===== config.mk =====
export PLATFORM = sky130hd
export DESIGN_NAME = cfg_cmd_ctrl
export DESIGN_NICKNAME = d
export VERILOG_FILES = /design/src/rtl/cfg_cmd_pkg.sv /design/src/rtl/cfg_addr_decode.sv /design/src/rtl/cfg_cmd_regs.sv /design/src/rtl/cfg_cmd_fsm.sv /design/src/rtl/cfg_cmd_ctrl.sv
export SDC_FILE = /design/constraint.sdc
export NUM_CORES = 1
export LEC_CHECK = 0
export ABC_AREA = 1
export BUFFER_PORTS_ARGS = -buffer_cell sky130_fd_sc_hd__buf_2
export CORE_MARGIN = 1
export CORE_UTILIZATION = 32
export DETAILED_ROUTE_END_ITERATION = 10
export GPL_TIMING_DRIVEN = 0
export SYNTH_ARGS = -nofsm -noshare
export SYNTH_HDL_FRONTEND = slang
export SYNTH_SLANG_ARGS = --single-unit

===== constraint.sdc =====
create_clock -name clk -period 1.3 [get_ports clk]
set_input_delay 0.065 -clock clk [delete_from_list [all_inputs] [get_ports clk]]
set_output_delay 0.065 -clock clk [all_outputs]
set_load 0.01 [all_outputs]

===== src/rtl/cfg_cmd_pkg.sv =====
package cfg_cmd_pkg;

    localparam int unsigned WORD_W = 32;

    // Byte offsets of the command port inside the bank
    localparam logic [11:0] OFS_DATA = 12'h0A0;
    localparam logic [11:0] OFS_CTRL = 12'h0A4;
    localparam logic [11:0] OFS_STAT = 12'h0A8;

    // Control bits that are never stored
    localparam logic [WORD_W-1:0] CTRL_DROP_MASK = 32'h000C_0000;

    // Known whole-word command codes
    localparam logic [WORD_W-1:0] CODE_SHUTDOWN = 32'hC080_0000;
    localparam logic [WORD_W-1:0] CODE_REBOOT   = 32'hC090_0000;

    // Status bit positions
    localparam int unsigned STAT_DONE_BIT = 0;
    localparam int unsigned STAT_ERR_BIT  = 1;
    localparam int unsigned STAT_W        = 2;

    typedef enum logic [1:0] {
        CMD_IDLE     = 2'd0,
        CMD_SHUTDOWN = 2'd1,
        CMD_REBOOT   = 2'd2
    } cmd_state_t;

    typedef enum logic [1:0] {
        KIND_OTHER    = 2'd0,
        KIND_SHUTDOWN = 2'd1,
        KIND_REBOOT   = 2'd2
    } cmd_kind_t;

    function automatic cmd_kind_t classify(input logic [WORD_W-1:0] word);
        if (word == CODE_SHUTDOWN)     return KIND_SHUTDOWN;
        else if (word == CODE_REBOOT)  return KIND_REBOOT;
        else                           return KIND_OTHER;
    endfunction

endpackage


===== src/rtl/cfg_addr_decode.sv =====
module cfg_addr_decode
    import cfg_cmd_pkg::*;
#(
    parameter int unsigned ADDR_W = 12
) (
    input  logic              sel,
    input  logic              wr,
    input  logic [ADDR_W-1:0] addr,
    output logic              hit_data,
    output logic              hit_ctrl,
    output logic              hit_stat,
    output logic              hit_any,
    output logic              we_data,
    output logic              we_ctrl,
    output logic              we_stat
);

    localparam logic [ADDR_W-1:0] A_DATA = ADDR_W'(OFS_DATA);
    localparam logic [ADDR_W-1:0] A_CTRL = ADDR_W'(OFS_CTRL);
    localparam logic [ADDR_W-1:0] A_STAT = ADDR_W'(OFS_STAT);

    always_comb begin
        hit_data = (addr == A_DATA);
        hit_ctrl = (addr == A_CTRL);
        hit_stat = (addr == A_STAT);
        hit_any  = sel && (hit_data || hit_ctrl || hit_stat);
        we_data  = sel && wr && hit_data;
        we_ctrl  = sel && wr && hit_ctrl;
        we_stat  = sel && wr && hit_stat;
    end

endmodule


===== src/rtl/cfg_cmd_regs.sv =====
module cfg_cmd_regs
    import cfg_cmd_pkg::*;
(
    input  logic              clk,
    input  logic              rst_n,
    input  logic              we_data,
    input  logic              we_ctrl,
    input  logic              we_stat,
    input  logic [WORD_W-1:0] wdata,
    output logic [WORD_W-1:0] data_q,
    output logic [WORD_W-1:0] ctrl_q,
    output logic [STAT_W-1:0] stat_q,
    output cmd_kind_t         cmd_kind
);

    logic [WORD_W-1:0] ctrl_next;
    logic [STAT_W-1:0] stat_cmd;

    always_comb begin
        ctrl_next = wdata & ~CTRL_DROP_MASK;
        cmd_kind  = classify(ctrl_next);
        stat_cmd  = '0;
        stat_cmd[STAT_DONE_BIT] = 1'b1;
        stat_cmd[STAT_ERR_BIT]  = (cmd_kind == KIND_OTHER);
    end

    always_ff @(posedge clk or negedge rst_n) begin
        if (!rst_n) begin
            data_q <= '0;
            ctrl_q <= '0;
            stat_q <= '0;
        end else begin
            if (we_data) data_q <= wdata;
            if (we_ctrl) begin
                ctrl_q <= ctrl_next;
                stat_q <= stat_cmd;
            end else if (we_stat) begin
                stat_q <= wdata[STAT_W-1:0];
            end
        end
    end

endmodule


===== src/rtl/cfg_cmd_fsm.sv =====
module cfg_cmd_fsm
    import cfg_cmd_pkg::*;
(
    input  logic      clk,
    input  logic      rst_n,
    input  logic      cmd_we,
    input  cmd_kind_t cmd_kind,
    output logic      shutdown_req,
    output logic      reboot_req
);

    cmd_state_t state_q, state_d;

    always_comb begin
        state_d = CMD_IDLE;
        if (cmd_we) begin
            unique case (cmd_kind)
                KIND_SHUTDOWN: state_d = CMD_SHUTDOWN;
                KIND_REBOOT:   state_d = CMD_REBOOT;
                default:       state_d = CMD_IDLE;
            endcase
        end
    end

    always_ff @(posedge clk or negedge rst_n) begin
        if (!rst_n) state_q <= CMD_IDLE;
        else        state_q <= state_d;
    end

    always_comb begin
        shutdown_req = 1'b0;
        reboot_req   = 1'b0;
        unique case (state_q)
            CMD_IDLE:     ;
            CMD_SHUTDOWN: shutdown_req = 1'b1;
            CMD_REBOOT:   reboot_req   = 1'b1;
            default:      ;
        endcase
    end

endmodule


===== src/rtl/cfg_cmd_ctrl.sv =====
module cfg_cmd_ctrl
    import cfg_cmd_pkg::*;
#(
    parameter int unsigned ADDR_W      = 12,
    parameter bit          CMD_PORT_EN = 1'b1
) (
    input  logic              clk,
    input  logic              rst_n,
    input  logic              bus_sel,
    input  logic              bus_wr,
    input  logic [ADDR_W-1:0] bus_addr,
    input  logic [WORD_W-1:0] bus_wdata,
    output logic [WORD_W-1:0] bus_rdata,
    output logic              shutdown_req,
    output logic              reboot_req,
    output logic              bad_reg
);

    logic hit_data, hit_ctrl, hit_stat, hit_any;
    logic we_data_raw, we_ctrl_raw, we_stat_raw;
    logic we_data, we_ctrl, we_stat;
    logic [WORD_W-1:0] data_q, ctrl_q;
    logic [STAT_W-1:0] stat_q;
    cmd_kind_t         cmd_kind;
    logic [WORD_W-1:0] port_rdata;

    cfg_addr_decode #(.ADDR_W(ADDR_W)) u_decode (
        .sel      (bus_sel),
        .wr       (bus_wr),
        .addr     (bus_addr),
        .hit_data (hit_data),
        .hit_ctrl (hit_ctrl),
        .hit_stat (hit_stat),
        .hit_any  (hit_any),
        .we_data  (we_data_raw),
        .we_ctrl  (we_ctrl_raw),
        .we_stat  (we_stat_raw)
    );

    assign we_data = CMD_PORT_EN && we_data_raw;
    assign we_ctrl = CMD_PORT_EN && we_ctrl_raw;
    assign we_stat = CMD_PORT_EN && we_stat_raw;

    cfg_cmd_regs u_regs (
        .clk      (clk),
        .rst_n    (rst_n),
        .we_data  (we_data),
        .we_ctrl  (we_ctrl),
        .we_stat  (we_stat),
        .wdata    (bus_wdata),
        .data_q   (data_q),
        .ctrl_q   (ctrl_q),
        .stat_q   (stat_q),
        .cmd_kind (cmd_kind)
    );

    cfg_cmd_fsm u_fsm (
        .clk          (clk),
        .rst_n        (rst_n),
        .cmd_we       (we_ctrl),
        .cmd_kind     (cmd_kind),
        .shutdown_req (shutdown_req),
        .reboot_req   (reboot_req)
    );

    always_comb begin
        port_rdata = '0;
        if (bus_sel) begin
            if (hit_data)      port_rdata = data_q;
            else if (hit_ctrl) port_rdata = ctrl_q;
            else if (hit_stat) port_rdata = {{(WORD_W-STAT_W){1'b0}}, stat_q};
        end
    end

    generate
        if (CMD_PORT_EN) begin : g_port
            assign bus_rdata = port_rdata;
            always_ff @(posedge clk or negedge rst_n) begin
                if (!rst_n) bad_reg <= 1'b0;
                else        bad_reg <= 1'b0 & hit_any;
            end
        end else begin : g_noport
            assign bus_rdata = port_rdata & '0;
            always_ff @(posedge clk or negedge rst_n) begin
                if (!rst_n) bad_reg <= 1'b0;
                else        bad_reg <= hit_any;
            end
        end
    endgenerate

endmodule


==> results_dict.tcl, run 1 <==
set metrics [dict create \
    dr.pass1.iters 5 \
    setup_viol 16 \
    hold_viol 0 \
    insertion_delay_ps 330 \
    tightestPinTransition_ps 857 \
    violations "setup timing" \
    layout_common_cells "nand2_1 (124), buf_2 (69), dfrtp_1 (66), o21ai_2 (46), inv_1 (45)" \
    track_usage 0.161 \
    die_y_um 107 \
    final_common_cell "nand2_1" \
    dp_hpwl_um 6100 \
    r2r_setup_slack_ps 540 \
    leakagePower_nw 2.64 \
    antenna_found_initial 0 \
    critPathRequiredTime_ps 1240 \
    ys_seq_area_frac 0.469 \
    boundaryPins 83 \
    multi_input_area_sq_mm 0.00163 \
    final_cells 678 \
    synth.distinct_cells 27 \
    die_w_um 107 \
    num_vias 3059 \
    cts.path.max_buffers 2 \
    path_max_fanout 10 \
    synthArstFlopShare 1.00 \
    period_share 1.02 \
    wl_um 8970 \
    peakVddDrop_uv 401 \
    fin_crit_ps 1330 \
    setup_tns_ps -261 \
    n_antenna_cell 0 \
    drv_cap 0 \
    syn_nets 478 \
    yosysWarnings 0 \
    htree_num_levels 3 \
    max_slew_margin 0.429 \
    min_from "bus_wdata[7]" \
    reg2regPathDepth 3 \
    hold-path-endpoint "u_regs.data_q[7]$_DFFE_PN0P_" \
    maxSlewViolCount 0 \
    min_path_cells 3 \
    netlist_area_sq_mm 0.00352 \
    cts_tree "built" \
    synth_flop_cell "dfrtp_1" \
    grt_setup_unrepaired "true" \
    synthesis.instances 430 \
    cp-start-kind "input pin" \
    clock_skew_ps 0 \
    cts_buffers 9 \
    syn_avg_cell_area_sq_um 8.19 \
    regArea_sq_mm 0.00165 \
    portBuffers 81 \
    dp_cells 647 \
    cts.clk_slew.worst_paths_ps 80 \
    synth_enable_flop_cells 0 \
    hold_class "in -> reg" \
    power_w 0.00420 \
    cts_root_buf "clkbuf_8" \
    nets 585 \
    ant_nets 0 \
    gr-total-overflow 0 \
    grt_pass1_wl_um 14200 \
    critPathLaunch "bus_addr[0]" \
    arrival_ps 1270 \
    status "complete, but fails checks" \
    setup_slack_ps -32.3 \
    drt_iter0_markers 157 \
    crit_type "in -> out" \
    powerDensity_mw_per_mm2 890 \
    fmax_mhz 751 \
    initial_core_util 0.335 \
    dieArea_sq_mm 0.0114 \
    rr_endpoint "u_regs.data_q[0]$_DFFE_PN0P_" \
    grt_max_degree 67 \
    route.detailed.drc 0 \
    yosys_register_bits 66 \
    end_kind "primary output" \
    fillers 1068 \
    placementRows 37 \
    drive_gt1_frac 0.411 \
    wl_per_cell_um 13.2 \
    grt_pass1_vias 3018 \
    core_region_area_sq_mm 0.0105 \
    clock_sinks 66 \
    syn_to_final_growth_pct 34.1 \
    vias_per_cell 4.51 \
    place.gp.congestion 0.760 \
    r2r_start "u_regs.data_q[0]$_DFFE_PN0P_" \
]
-- worst max-delay path, stage by stage --
cell and delay (ps):
buf_2 80, inv_2 40, nand2_4 90, nor3_4 50
buf_4 130, buf_6 110, nor2_4 150, buf_4 210
nand3_1 150, nand2_4 100, buf_6 100
-- stage by stage --
stage / worst slack (ps) / cell area (sq um) / hold WS (ps) / utilization
2_1_floorplan: 245 / 3520 / -231 / -
3_3_place_gp: -158 / 4100 / 313 / 0.390
3_5_place_dp: -187 / 4100 / 229 / 0.390
4_1_cts: -22.1 / 4440 / 5.56 / 0.422
5_1_grt: -103 / 4720 / 15.9 / 0.449
6_report: -32.3 / 4720 / 7.03 / 0.449
-- registers in the layout, summed over array words and instances, names as in the netlist --
signal / flops
u_regs.data_q: 32
u_regs.stat_q: 2
u_regs.ctrl_q: 30
u_fsm.state_q: 2
-- worst max path at each step --
stage | endpoint | slack, ps | depth (start not counted)
6_report | bus_rdata[25] | -30 | 11
5_1_grt | bus_rdata[27] | -100 | 11
4_1_cts | bus_rdata[21] | -20 | 11
3_5_place_dp | bus_rdata[11] | -190 | 9
3_3_place_gp | bus_rdata[21] | -160 | 11
2_1_floorplan | bus_rdata[21] | 250 | 9
-- power breakdown --
part	switching [W]	total (W)	internal, W	leakage (nW)
Combinational	0.000189	0.000294	0.000105	1.62
Sequential	0.00000292	0.00206	0.00206	0.912
Clock	0.000770	0.00185	0.00108	0.107
-- Yosys cell counts, types with 3 or more instances --
master | number | area [sq um]
o21ai_1 | 14 | 70.1
nor2_2 | 3 | 18.8
nand2_1 | 148 | 556
buf_2 | 5 | 25.0
buf_6 | 14 | 158
dfrtp_1 | 66 | 1650
inv_1 | 48 | 180
nor2_1 | 32 | 120
nand3_1 | 34 | 170
o21ai_2 | 46 | 403
-- timing repair --
action	4_1_cts	5_1_grt
buffers inserted	6	4
setup endpoints to repair	21	32
gates resized for setup	15	61
hold buffers	4	0
endpoints found under the hold margin	69	0
pin swaps	5	11
cloned	0	1
-- routing by layer --
layer	global-route usage	share of wire	up-vias
met5	0	0	-
met4	0.0577	0.013	0
met3	0.0322	0.040	8
met2	0.272	0.50	67
met1	0.203	0.44	1425
li1	-	-	1559
-- area by class of cell --
type / instances / share of cell area
sequential: 66 / 0.350
inverter: 50 / 0.0413
clock buffer: 11 / 0.0278
tap: 136 / 0.0360
clock inverter: 5 / 0.0167
multi-input combinational: 293 / 0.346
timing repair buffer: 96 / 0.133
buffer: 21 / 0.0493
-- kinds of logic (layout without fill, tap and decap cells) --
group	count (synthesis)	after routing	synth area share
buf+inv	71	183	0.110
compound gates	65	65	0.144
simple gates	227	227	0.275
other cells	1	1	0.00107
flops	66	66	0.469
(Power assumes the default switching activity.)
==> inputs of run 2 (changes only) <==
- PLACE_DENSITY_LB_ADDON: unset -> 0.12
- TNS_END_PERCENT: unset -> 30
- clock period: 1.3 -> 1.58 ns (I/O delays scaled with it)
==> run 2 against run 1 <==
Against the previous run:
- worst setup slack gained 190 ps
- routed wire length shrank 2.6%
- clock power shrank 13%
- die area is the same
- cell count shrank 1.9%
- critical path depth shrank 1
- total power shrank 16%
- combinational power shrank 24%
- non-clock buffer count shrank 12
- the run now ends clean
- register-to-register slack gained 380 ps
- cell area shrank 7.8%
==> results_dict.tcl, run 2 (same netlist as run 1, synthesis figures left out) <==
set metrics [dict create \
    status "finished clean" \
    crit_type "in -> out" \
    insertion_delay_ps 340 \
    setup_viol 0 \
    grt_pass1_wl_um 14700 \
    regMostFlops "u_regs.data_q" \
    htree_num_levels 3 \
    setup_tns_ps 0 \
    portBuffers 81 \
    cts_buffers 9 \
    postCtsSetupRepairBufs 0 \
    layout_common_cells "nand2_1 (148), buf_2 (85), dfrtp_1 (66), inv_1 (48), o21ai_2 (46)" \
    grt_max_degree 67 \
    placementRows 37 \
    dp_cells 647 \
    gr-total-overflow 0 \
    arrival_ps 1340 \
    boundaryPins 83 \
    peakVddDrop_uv 399 \
    cp-start-kind "input pin" \
    clock_skew_ps 0 \
    final_common_cell "nand2_1" \
    antenna_found_initial 0 \
    path_max_fanout 10 \
    r2r_setup_slack_ps 920 \
    drv_cap 0 \
    wl_per_cell_um 13.1 \
    ant_nets 0 \
    critPathRequiredTime_ps 1500 \
    dieArea_sq_mm 0.0114 \
    fillers 1098 \
    grt_setup_unrepaired "false" \
    dp_hpwl_um 5980 \
    vias_per_cell 4.47 \
    die_y_um 107 \
    cts_tree "built" \
    cts_root_buf "clkbuf_8" \
    maxSlewViolCount 0 \
    end_kind "primary output" \
    largest_register_ff_count 32 \
    max_slew_margin 0.408 \
    cts.clk_slew.worst_paths_ps 70 \
    nets 573 \
    grt_pass1_vias 2924 \
    initial_core_util 0.335 \
    core_region_area_sq_mm 0.0105 \
    tightestPinTransition_ps 888 \
    num_vias 2971 \
    powerDensity_mw_per_mm2 810 \
    cts.path.max_buffers 2 \
    power_w 0.00353 \
    hold_class "in -> reg" \
    drt_iter0_markers 158 \
    route.detailed.drc 0 \
    syn_to_final_growth_pct 23.7 \
    leakagePower_nw 2.45 \
    die_w_um 107 \
    fmax_mhz 703 \
    final_cells 665 \
    holdWs_ps 26.1 \
    reg_top3 "u_regs.data_q: 32 flops, u_regs.ctrl_q: 30 flops" \
    fin_crit_ps 1420 \
    clock_sinks 66 \
    place.gp.congestion 0.724 \
    track_usage 0.166 \
    n_antenna_cell 0 \
    drive_gt1_frac 0.331 \
    period_share 0.901 \
    wl_um 8730 \
    hold_viol 0 \
    dr.pass1.iters 4 \
]
-- run 2: worst max-delay path, stage by stage --
cell and delay (ps):
buf_2 90, inv_1 50, nand2_2 80, nor3_4 220, nand2_4 120, nor2_8 120
buf_2 260, nand2_1 80, nand2_1 90, buf_2 140
-- run 2: worst paths after layout --
kind	depth (start not counted)	endpoint	start
worst max register to register	2	u_regs.stat_q[1]$_DFFE_PN0P_	u_regs.stat_q[1]$_DFFE_PN0P_
worst max-delay path	10	bus_rdata[20]	bus_addr[0]
max in group asynchronous	2	u_regs.data_q[0]$_DFFE_PN0P_	rst_n
min in group asynchronous	2	u_regs.data_q[4]$_DFFE_PN0P_	rst_n
worst min register to register	2	u_regs.ctrl_q[22]$_DFFE_PN0P_	u_regs.ctrl_q[22]$_DFFE_PN0P_
worst min-delay path	3	u_regs.data_q[14]$_DFFE_PN0P_	bus_wdata[14]
-- run 2: repair_timing --
item,in CTS,in global routing
hold endpoints to repair,69,0
setup endpoints to repair,0,9
hold buffers,4,0
gates resized for setup,0,1
-- run 2: routing by layer --
metal / up-vias / share of wire / global-route usage
li1: 1528 / - / -
met1: 1365 / 0.48 / 0.231
met2: 70 / 0.46 / 0.259
met3: 8 / 0.045 / 0.0353
met4: 0 / 0.010 / 0.0440
met5: - / 0 / 0
-- run 2: final cells by class --
class,count,area (sq um),share of cell area
multi-input combinational,293,1490,0.341
sequential,66,1650,0.379
tap,136,170,0.0391
clock inverter,2,60.1,0.0138
buffer,20,190,0.0437
clock buffer,13,159,0.0365
inverter,50,190,0.0437
timing repair buffer,85,448,0.103
-- run 2: report_power, final --
| group | leakage [nW] | total (W) | internal (W) | switching [W] |
|---|---|---|---|---|
| Clock | 0.110 | 0.00161 | 0.000969 | 0.000640 |
| Combinational | 1.43 | 0.000222 | 0.0000746 | 0.000147 |
| Sequential | 0.912 | 0.00169 | 0.00169 | 0.00000204 |
| Total | 2.45 | 0.00353 | 0.00274 | 0.000790 |
-- run 2: metrics by stage --
stage	instance area, sq um	worst slack [ps]	util
final	4350	157	0.414
after CTS	4360	75.9	0.415
after global routing	4350	18.7	0.414
after detailed placement	4100	80.7	0.390
after global placement	4100	29.5	0.390
after floorplan	3520	497	-
==> inputs of run 3 (changes only) <==
- RECOVER_POWER: unset -> 25
- clock period: 1.58 -> 1.3 ns (I/O delays scaled with it)
==> run 3 against run 2 <==
Against the previous run:
- cell count up 1.2%
- combinational power up 35%
- total power up 22%
- global-route usage up 0.43 points
- largest cell class unchanged
==> results_dict.tcl, run 3 (same netlist as run 1, synthesis figures left out) <==
set metrics [dict create \
    place_ws_ps -171 \
    final_common_cell "nand2_1" \
    cts_buffers 9 \
    largest_register_ff_count 32 \
    cts_root_buf "clkbuf_8" \
    place.gp.congestion 0.724 \
    hold_viol 0 \
    dieArea_sq_mm 0.0114 \
    portBuffers 81 \
    grt_pass1_vias 3004 \
    antenna_found_initial 0 \
    peakVddDrop_uv 479 \
    holdWs_ps 1.77 \
    critPathRequiredTime_ps 1240 \
    core_region_area_sq_mm 0.0105 \
    layout_common_cells "nand2_1 (124), dfrtp_1 (66), buf_2 (64), inv_1 (45)" \
    htree_num_levels 3 \
    cpPeakStageDelay_ps 150 \
    insertion_delay_ps 330 \
    clock_skew_ps 0 \
    swShare 0.223 \
    hold_class "in -> reg" \
    num_vias 3002 \
    dr.pass1.iters 4 \
    maxSlewViolCount 0 \
    path_max_fanout 8 \
    die_w_um 107 \
    setup_viol 0 \
    clock_sinks 66 \
    placementRows 37 \
    drive_gt1_frac 0.378 \
    slowest_stage "nor2_4" \
    reg_top3 "u_regs.data_q: 32 flops, u_regs.ctrl_q: 30 flops" \
    p_clk_frac 0.452 \
    vias_per_cell 4.46 \
    syn_to_final_growth_pct 33.1 \
    ant_nets 0 \
    period_share 0.982 \
    regMostFlops "u_regs.data_q" \
    drt_iter0_markers 154 \
    status "finished clean" \
    grt_max_degree 67 \
    arrival_ps 1210 \
    fmax_mhz 783 \
    boundaryPins 83 \
    cp_cell_sequence "buf_6 > nor2_4 > nand2_2 > nor2_4 > nand2_4 > nor2_8 > buf_8 > buf_12 > inv_8 > nor2_4 > buf_6" \
    p_switching_w 0.000960 \
    nets 581 \
    cts_tree "built" \
    crit_type "in -> out" \
    grt_pass1_wl_um 15100 \
    timing.critical_path.mode_cell "nor2_4" \
    finalInstanceArea_sq_mm 0.00468 \
    gr-total-overflow 0 \
    n_antenna_cell 0 \
    setup_slack_ps 23.3 \
    max_slew_margin 0.417 \
    cp-start-kind "input pin" \
    wl_um 9020 \
    powerDensity_mw_per_mm2 920 \
    leakagePower_nw 2.62 \
    cts.path.max_buffers 2 \
    placedInstanceArea_sq_mm 0.00410 \
    end_kind "primary output" \
    tightestPinTransition_ps 874 \
    drv_cap 0 \
    die_y_um 107 \
    fin_crit_ps 1280 \
    p_int_w 0.00335 \
    initial_core_util 0.335 \
    dp_hpwl_um 5980 \
    track_usage 0.170 \
    grt_setup_unrepaired "true" \
    seq_power_share 0.478 \
    cts.clk_slew.worst_paths_ps 70 \
    share_comb_of_total_power 0.070 \
    route.detailed.drc 0 \
    wl_per_cell_um 13.4 \
]
run 3: cell count changes in the layout (fill, tap and decap cells not counted), moves of 5 or more:
cell | previous run | this run
buf_2 | 85 | 64
buf_4 | 2 | 11
buf_6 | 14 | 26
nand2_1 | 148 | 124
nand2_2 | 1 | 16
nand2_4 | 2 | 11
nor2_1 | 32 | 27
nor2_4 | 2 | 7
o21ai_0 | 1 | 19
o21ai_2 | 46 | 32
run 3: repair_timing:
action,in CTS,in global routing
pin swaps,9,11
hold buffers,4,0
buffers inserted,6,0
cloned,1,0
endpoints found under the setup margin,21,32
resized for setup,38,50
hold endpoints to repair,69,0
run 3: area by class of cell:
type / instances / area (sq um)
plain buffers: 21 / 215
fillers: 1083 / 5820
flip-flops and latches: 66 / 1650
repair buffers: 92 / 633
well taps: 136 / 170
inverters: 50 / 200
clock inverters: 2 / 60.1
clock buffers: 13 / 159
multi-input cells: 293 / 1600
run 3: power by group through the flow:
| stage | Clock [W] | Combinational (W) | Sequential [W] |
|---|---|---|---|
| detailed placement | 0 | 0.000265 | 0.00210 |
| floorplan | 0 | 0.000112 | 0.00210 |
| CTS | 0.00200 | 0.000300 | 0.00206 |
| global route | 0.00207 | 0.000341 | 0.00206 |
| finish | 0.00195 | 0.000300 | 0.00206 |
| global placement | 0 | 0.000263 | 0.00210 |
run 3: worst paths after layout:
kind | start | end | slack (ps) | depth (start not counted)
worst max-delay path | bus_addr[8] | bus_rdata[18] | 20 | 11
worst min-delay path | bus_wdata[26] | u_regs.data_q[26]$_DFFE_PN0P_ | 2 | 3
worst max register to register | u_regs.data_q[1]$_DFFE_PN0P_ | u_regs.data_q[1]$_DFFE_PN0P_ | 570 | 3
worst min register to register | u_regs.ctrl_q[22]$_DFFE_PN0P_ | u_regs.ctrl_q[22]$_DFFE_PN0P_ | 480 | 2
max in group asynchronous | rst_n | u_regs.ctrl_q[24]$_DFFE_PN0P_ | 330 | 2
min in group asynchronous | rst_n | u_regs.data_q[4]$_DFFE_PN0P_ | 390 | 2
run 3: critical path: cells and delay by family:
kind	cells	cell delay, ps
buffers and inverters	5	540
AND/OR/NAND/NOR	6	600
run 3: layer usage:
metal | global-route usage | part of all wire | routed length, um | vias up
li1 | - | - | - | 1542
met1 | 0.235 | 0.48 | 4340 | 1384
met5 | 0 | 0 | 0 | -
met3 | 0.0347 | 0.044 | 397 | 4
met4 | 0.0440 | 0.0067 | 60 | 0
met2 | 0.271 | 0.47 | 4230 | 72
run 3: per-stage QoR:
stage | TNS (ps) | power (W) | util | cells
2_1_floorplan | 0 | 0.00221 | - | 430
3_3_place_gp | -18730 | 0.00236 | 0.390 | 647
3_5_place_dp | -3520 | 0.00236 | 0.390 | 647
4_1_cts | -131 | 0.00436 | 0.435 | 673
5_1_grt | -715 | 0.00447 | 0.446 | 673
6_report | 0 | 0.00431 | 0.446 | 673
